File: src/rtl/key_irq_pkg.sv
package key_irq_pkg;
  localparam int unsigned CFG_W    = 8;
  localparam int unsigned TSEL_W   = 5;
  localparam int unsigned DSEL_W   = CFG_W - TSEL_W;

  typedef struct packed {
    logic [DSEL_W-1:0] dsel;
    logic [TSEL_W-1:0] tsel;
  } irq_cfg_t;

  // threshold is twice the field value
  function automatic logic [DSEL_W:0] depth_thr(input logic [DSEL_W-1:0] sel);
    return {sel, 1'b0};
  endfunction
endpackage

File: src/rtl/key_irq_timer.sv
module key_irq_timer #(
  parameter int unsigned TSEL_W = 5
) (
  input  logic              clk_i,
  input  logic              rst_ni,
  input  logic [TSEL_W-1:0] tsel_i,
  input  logic              key_evt_i,
  input  logic              tick_i,
  output logic              fire_o
);
  logic              armed_q;
  logic [TSEL_W-1:0] cnt_q;
  logic              en;
  logic              last;

  assign en     = (tsel_i != '0);
  assign last   = (cnt_q == tsel_i - TSEL_W'(1));
  assign fire_o = en && armed_q && tick_i && !key_evt_i && last;

  always_ff @(posedge clk_i or negedge rst_ni) begin
    if (!rst_ni) begin
      armed_q <= 1'b0;
      cnt_q   <= '0;
    end else if (key_evt_i) begin
      armed_q <= 1'b1;
      cnt_q   <= '0;
    end else if (en && armed_q && tick_i) begin
      if (last) begin
        armed_q <= 1'b0;
        cnt_q   <= '0;
      end else begin
        cnt_q <= cnt_q + TSEL_W'(1);
      end
    end
  end
endmodule

File: src/rtl/key_irq_depth.sv
module key_irq_depth
  import key_irq_pkg::*;
#(
  parameter int unsigned CNT_W = 5
) (
  input  logic              clk_i,
  input  logic              rst_ni,
  input  logic [DSEL_W-1:0] dsel_i,
  input  logic [CNT_W-1:0]  fifo_cnt_i,
  output logic              fire_o
);
  localparam int unsigned THR_W = DSEL_W + 1;
  localparam int unsigned CMP_W = (CNT_W > THR_W) ? CNT_W : THR_W;

  logic [CMP_W-1:0] thr;
  logic [CMP_W-1:0] cnt;
  logic             hit;
  logic             hit_q;

  assign thr    = CMP_W'(depth_thr(dsel_i));
  assign cnt    = CMP_W'(fifo_cnt_i);
  assign hit    = (dsel_i != '0) && (cnt >= thr);
  assign fire_o = hit && !hit_q;

  always_ff @(posedge clk_i or negedge rst_ni) begin
    if (!rst_ni) hit_q <= 1'b0;
    else         hit_q <= hit;
  end
endmodule

File: src/rtl/key_irq_latch.sv
module key_irq_latch (
  input  logic clk_i,
  input  logic rst_ni,
  input  logic off_i,
  input  logic set_i,
  input  logic clr_i,
  output logic req_o
);
  always_ff @(posedge clk_i or negedge rst_ni) begin
    if (!rst_ni)    req_o <= 1'b0;
    else if (off_i) req_o <= 1'b0;
    else if (set_i) req_o <= 1'b1;  // set beats clear
    else if (clr_i) req_o <= 1'b0;
  end
endmodule

File: src/rtl/key_irq_gen.sv
module key_irq_gen
  import key_irq_pkg::*;
#(
  parameter int unsigned CNT_W = 5
) (
  input  logic             clk_i,
  input  logic             rst_ni,
  input  logic [7:0]       irq_cfg_i,
  input  logic             clr_on_fifo_rd_i,
  input  logic             dbc_tick_i,
  input  logic             key_evt_i,
  input  logic [CNT_W-1:0] fifo_cnt_i,
  input  logic             fifo_rd_i,
  input  logic             irq_reg_rd_i,
  output logic             irq_no
);
  irq_cfg_t cfg;
  logic     time_fire;
  logic     depth_fire;
  logic     irq_set;
  logic     irq_clr;
  logic     irq_off;
  logic     req;

  assign cfg     = irq_cfg_t'(irq_cfg_i);
  assign irq_off = (irq_cfg_i == '0);
  assign irq_set = time_fire | depth_fire;
  assign irq_clr = clr_on_fifo_rd_i ? fifo_rd_i : irq_reg_rd_i;

  key_irq_timer #(.TSEL_W(TSEL_W)) u_timer (
    .clk_i     (clk_i),
    .rst_ni    (rst_ni),
    .tsel_i    (cfg.tsel),
    .key_evt_i (key_evt_i),
    .tick_i    (dbc_tick_i),
    .fire_o    (time_fire)
  );

  key_irq_depth #(.CNT_W(CNT_W)) u_depth (
    .clk_i      (clk_i),
    .rst_ni     (rst_ni),
    .dsel_i     (cfg.dsel),
    .fifo_cnt_i (fifo_cnt_i),
    .fire_o     (depth_fire)
  );

  key_irq_latch u_latch (
    .clk_i  (clk_i),
    .rst_ni (rst_ni),
    .off_i  (irq_off),
    .set_i  (irq_set),
    .clr_i  (irq_clr),
    .req_o  (req)
  );

  assign irq_no = ~req;
endmodule

File: config.mk
export PLATFORM = sky130hd
export DESIGN_NAME = key_irq_gen
export DESIGN_NICKNAME = d
export VERILOG_FILES = /design/src/rtl/key_irq_pkg.sv /design/src/rtl/key_irq_timer.sv /design/src/rtl/key_irq_depth.sv /design/src/rtl/key_irq_latch.sv /design/src/rtl/key_irq_gen.sv
export SDC_FILE = /design/constraint.sdc
export NUM_CORES = 1
export LEC_CHECK = 0
export ABC_AREA = 1
export BUFFER_PORTS_ARGS = -buffer_cell sky130_fd_sc_hd__buf_2
export CAP_MARGIN = 20
export CELL_PAD_IN_SITES_DETAIL_PLACEMENT = 1
export CELL_PAD_IN_SITES_GLOBAL_PLACEMENT = 1
export CORE_MARGIN = 2
export CORE_UTILIZATION = 35
export DETAILED_ROUTE_END_ITERATION = 16
export HOLD_SLACK_MARGIN = 0.15
export PLACE_DENSITY = 0.83
export SETUP_SLACK_MARGIN = 0.15
export SYNTH_ARGS = -nofsm -noshare
export SYNTH_HDL_FRONTEND = slang
export SYNTH_SLANG_ARGS = --single-unit
File: constraint.sdc
create_clock -name clk_i -period 2.4 [get_ports clk_i]
set_input_delay 0.36 -clock clk_i [delete_from_list [all_inputs] [get_ports clk_i]]
set_output_delay 0.36 -clock clk_i [all_outputs]
set_load 0.05 [all_outputs]
; ---- Word-level counts from Yosys, hierarchy flattened
; Index checks and enable logic that the tools add are counted.
[totals]
regBits = 8
input_bits = 20
output_inout_bits = 1
elab_cells = 35
[classes]
addsub = 2
magnitude_cmp = 1
n_eq_ne = 1
muxes = 10
bitwise = 2
reduce_logical = 15
[op_table]
columns = op, n
row1 = $mux 5, 3
row2 = $logic_not 8->1, 1
row3 = $mux 1, 7
row4 = $logic_and 1x1->1, 6
row5 = $reduce_bool 3->1, 2
row6 = $add 5x1->5 const B, 1
row7 = $eq 5x5->1, 1
row8 = $ge 5x4->1, 1
row9 = $reduce_bool 5->1, 1
row10 = $sub 5x1->5 const B, 1
row11 = $reduce_bool 2->1, 2
row12 = $logic_not 1->1, 2
row13 = $reduce_and 2->1, 1
row14 = $not 1->1, 1
row15 = $or 1x1->1, 1

; ---- Logic depth before layout (Yosys ltp)
[logic_depth]
ltp_word = 8
ltp_mapped = 12
mapped_depth_nobuf = 12

; ---- Hierarchy
; A second synthesis with hierarchy kept.
[unflattened]
hier_cells = 123
area_unflattened_um2 = 795.8
[by_module_without_submodules]
columns = mod, n_inst, cells_each, area_per_inst_um2, seq_area_each_um2
row1 = key_irq_timer, 1, 82, 546.8, 150.1
row2 = key_irq_depth, 1, 24, 155.1, 25.0
row3 = key_irq_gen, 1, 12, 48.8, 0.0
row4 = key_irq_latch, 1, 5, 45.0, 25.0

; ---- Least setup slack after synthesis
; No wires, ideal clock.
[synth_timing]
path_type = input to register
startpoint = input port irq_cfg_i[0]
endpoint = register u_timer.armed_q
setup_ns = 0.117
arrival_time_ns = 1.309
required_time_ns = 2.283
setup_slack_ns = 0.974
cell_stages = 11
n_path_buf = 0
cell_sequence = inv_1 ha_1 inv_2 nand2_1 nand3_1 nand2_1 nand2_2 nor2_4 nand3_2 o21ai_1 inv_1
[synth_via]
elab_chain_len = 5
elab_cells_between_ends = 8
cone_classes = add/sub: 1 / eq/ne: 1 / reduce/logical: 6
[synth_rtl]
columns = element, line
row1 = from (decl), key_irq_gen.sv:8  ; input logic [7:0] irq_cfg_i,
row2 = branches (longest 4 deep; another with $sub 5x1->5), n/a
row3 = $reduce_and 2->1 (no line) *, n/a
row4 = to (signal assigned), key_irq_timer.sv:22  ; armed_q <= 1'b0;
row5 = to (signal assigned), key_irq_timer.sv:25  ; armed_q <= 1'b1;
row6 = to (signal assigned), key_irq_timer.sv:29  ; armed_q <= 1'b0;
row7 = to (decl), key_irq_timer.sv:11  ; logic armed_q;
; Mark *: on every way between the ends.
; A chain may end at the register's enable or synchronous reset.

; ---- Worst setup path in the final report
[layout_timing]
startpoint = input port irq_cfg_i[0]
endpoint = register u_timer.cnt_q[0]
[layout_via]
elab_chain_len = 5
elab_cells_between_ends = 9
cone_classes = add/sub: 1 / eq/ne: 1 / mux: 3 / reduce/logical: 4
[layout_rtl]
columns = element, line
row1 = $sub 5x1->5, key_irq_timer.sv:17  ; assign last = (cnt_q == tsel_i - TSEL_W'(1));
row2 = $eq 5x5->1, key_irq_timer.sv:17
row3 = $mux 5, key_irq_timer.sv:28  ; if (last) begin
row4 = $mux 5, key_irq_timer.sv:27  ; end else if (en && armed_q && tick_i) begin
row5 = $mux 5, key_irq_timer.sv:24  ; end else if (key_evt_i) begin
row6 = to (signal assigned), key_irq_timer.sv:32  ; cnt_q <= cnt_q + TSEL_W'(1);
row7 = to (decl), key_irq_timer.sv:12  ; logic [TSEL_W-1:0] cnt_q;
; Several ways; a longest one is shown, not always the timed one. The select of a mux whose other input is x is not followed.

==> summary.txt <==
root buffer cell: clkbuf_4
Via-to-Cell Ratio: 4.66
global-route wire length before repair: 3.16 mm
Setup Buffers After CTS: 0
Post-Syn Instances: 117
global-route usage over all layers: 15.7%
Final Setup Violations: 0
Chip Width: 51.9 µm
Clock Path Buffers: 2
CTS tree: done
Max Used Layer: met3
Slew headroom: 83.5%
# IOs: 21
Synth Warn #: 0
drt first pass iters: 2
Max Slew Vio Count: 0
antenna diode count: 0
synthesized area: 802 µm²
NumNets Final: 168
1st-iter DRT viols: 6
worst endpoint required time: 2530 ps
Unique masters post-synth: 22
length of routed met3 wiring: 29 µm
Hold Path Depth: 3
Filler Cells Inserted: 312
# port buffers: 20
critical path class: in2reg
routed wire length: 1.79 mm
maximum vdd ir drop: 0.322 mV
Die Y: 51.9 µm
Placer Congestion: 0.693
CP Capture Type: flop
DIE AREA: 0.00269 mm²
Final ANT Viol Nets: 0
DRC Markers: 0
register area share after synthesis: 25.0%
area delta synth->final: 20.9%
Leak Pwr: 0.551 nW
ratio of cells with drive above 1 in the final layout: 35.5%
setup ws final: 966 ps
Core ar.: 0.00219 mm²
crit path time final: 1430 ps
critical path data arrival time: 1560 ps
largest net degree at the start of global routing: 9
total gr overflow: 0
Finished Layout Cells: 169
TritonCTS Buffers: 3
vias in the first global route: 810
met1 wire length: 746 µm
setup_tns: 0 ps
syn_area_per_cell: 6.85 µm²
initial core utilization: 36.6%
H-tree depth: 1
Worst Reg-to-Reg Cells: 9
Worst Path Max Fanout: 6
worst slew pin tran: 250 ps
HP Class: in2reg
#FFs+latches synth: 8
clk slew on worst S/H paths: 50 ps
worst skew pair latency: 240 ps
Peak Freq: 698 MHz
final-report hold violation count: 0
row count: 17
status: complete, no violations
final worst path period share: 59.7%
clk_skew: 0.290 ps
HPWL after DPL: 1.65 mm
RSZ-0062 raised after global routing: no
via count: 787
CTS sink cnt: 8
initial antenna violation count: 0
Placed Cells: 165
pre-CTS WS: 694 ps
WL/cell: 10.6 µm
Syn Nets: 142
startpoint types: input pin
pwr dens: 500 mW/mm²
maxcap violations: 0
metal2 WL: 1.01 mm
==> worst max-delay path, cell delays in order <==
cell	delay (ps)
buf_2	120
inv_1	100
ha_1	290
inv_2	60
nand2_1	50
nand3_1	60
nand2_1	80
nand2_2	60
nor2_4	140
nand2_4	80
nand2_1	90
a21oi_2	60
==> repair_timing <==
action	4_1_cts	5_1_grt
setup endpoints to repair	0	0
gates resized for setup	0	0
hold endpoints to repair	8	0
hold buffers	1	0
==> cell families after synthesis <==
kind of cell,count (synthesis),synth area share [%]
AO/OA/AOI/OAI,8,6.71
adder cells (fa/ha/maj),5,7.80
AND/OR/NAND/NOR,67,45.7
buffers and inverters,27,12.6
XOR/XNOR,2,2.18
flip-flops,8,25.0
==> cells in the mapped netlist (all sizes together) <==
master / number / area (µm²)
nand2: 36 / 175
inv: 27 / 101
nand3: 14 / 90.1
nor2: 11 / 63.8
dfrtp: 8 / 200
ha: 5 / 62.6
a21oi: 4 / 31.3
nand4: 3 / 18.8
o21ai: 3 / 15.0
xor2: 2 / 17.5
nand3b: 1 / 7.51
nor3: 1 / 5.00
o21bai: 1 / 7.51
or2: 1 / 6.26
==> registers in the layout (all words and copies together) (netlist names) <==
register	flops
u_depth.hit_q	1
u_timer.cnt_q	5
u_timer.armed_q	1
u_latch.req_o	1
==> worst paths after layout <==
| path | slack, ps | startpoint | endpoint |
|---|---|---|---|
| max | 970 | irq_cfg_i[0] | u_timer.cnt_q[0] |
| min | 380 | key_evt_i | u_timer.armed_q |
| max reg2reg | 1100 | u_timer.cnt_q[0] | u_timer.cnt_q[0] |
| min reg2reg | 500 | u_timer.armed_q | u_timer.armed_q |
| max in group asynchronous | 1740 | rst_ni | u_timer.cnt_q[3] |
| min in group asynchronous | 490 | rst_ni | u_latch.req_o |
==> per-stage QoR <==
stage                     power, mW  instance area, µm²  hold slack, ps  util, %
after floorplan               0.334                 802            64.4        -
after global placement        0.383                 937             210     42.8
after detailed placement      0.392                 937             211     42.8
after CTS                     0.495                 970             380     44.3
after global routing          0.531                 970             381     44.3
final                         0.485                 970             384     44.3
==> area by class of cell <==
class	count	area (µm²)	area share, %
repair buffers	21	110	11.4
clock buffers	3	22.5	2.32
multi-input cells	82	500	51.6
well taps	28	35.0	3.61
flip-flops and latches	8	200	20.6
inverters	27	101	10.5
==> per-layer routing <==
metal | track usage, % | vias up
met1 | 16.4 | 370
met3 | 2.59 | 0
met5 | 0 | -
li1 | - | 409
met4 | 5.26 | 0
met2 | 31.0 | 8
==> where the power goes <==
part	leakage, nW	switching, mW	internal [mW]
Combinational	0.437	0.126	0.0791
Clock	0.0138	0.0408	0.0569
Sequential	0.0995	0.0250	0.157
==> placed cells by master, fill, tap and decap left out, types with 4 or more instances in the layout <==
cell type  instances
nand2_2            4
nand2_1           28
ha_1               5
nor2_1             6
nand3_2            4
nand3_1           10
inv_2              6
nand2_4            4
inv_1             21
buf_2             20
dfrtp_1            8
(Power assumes the default switching activity.)
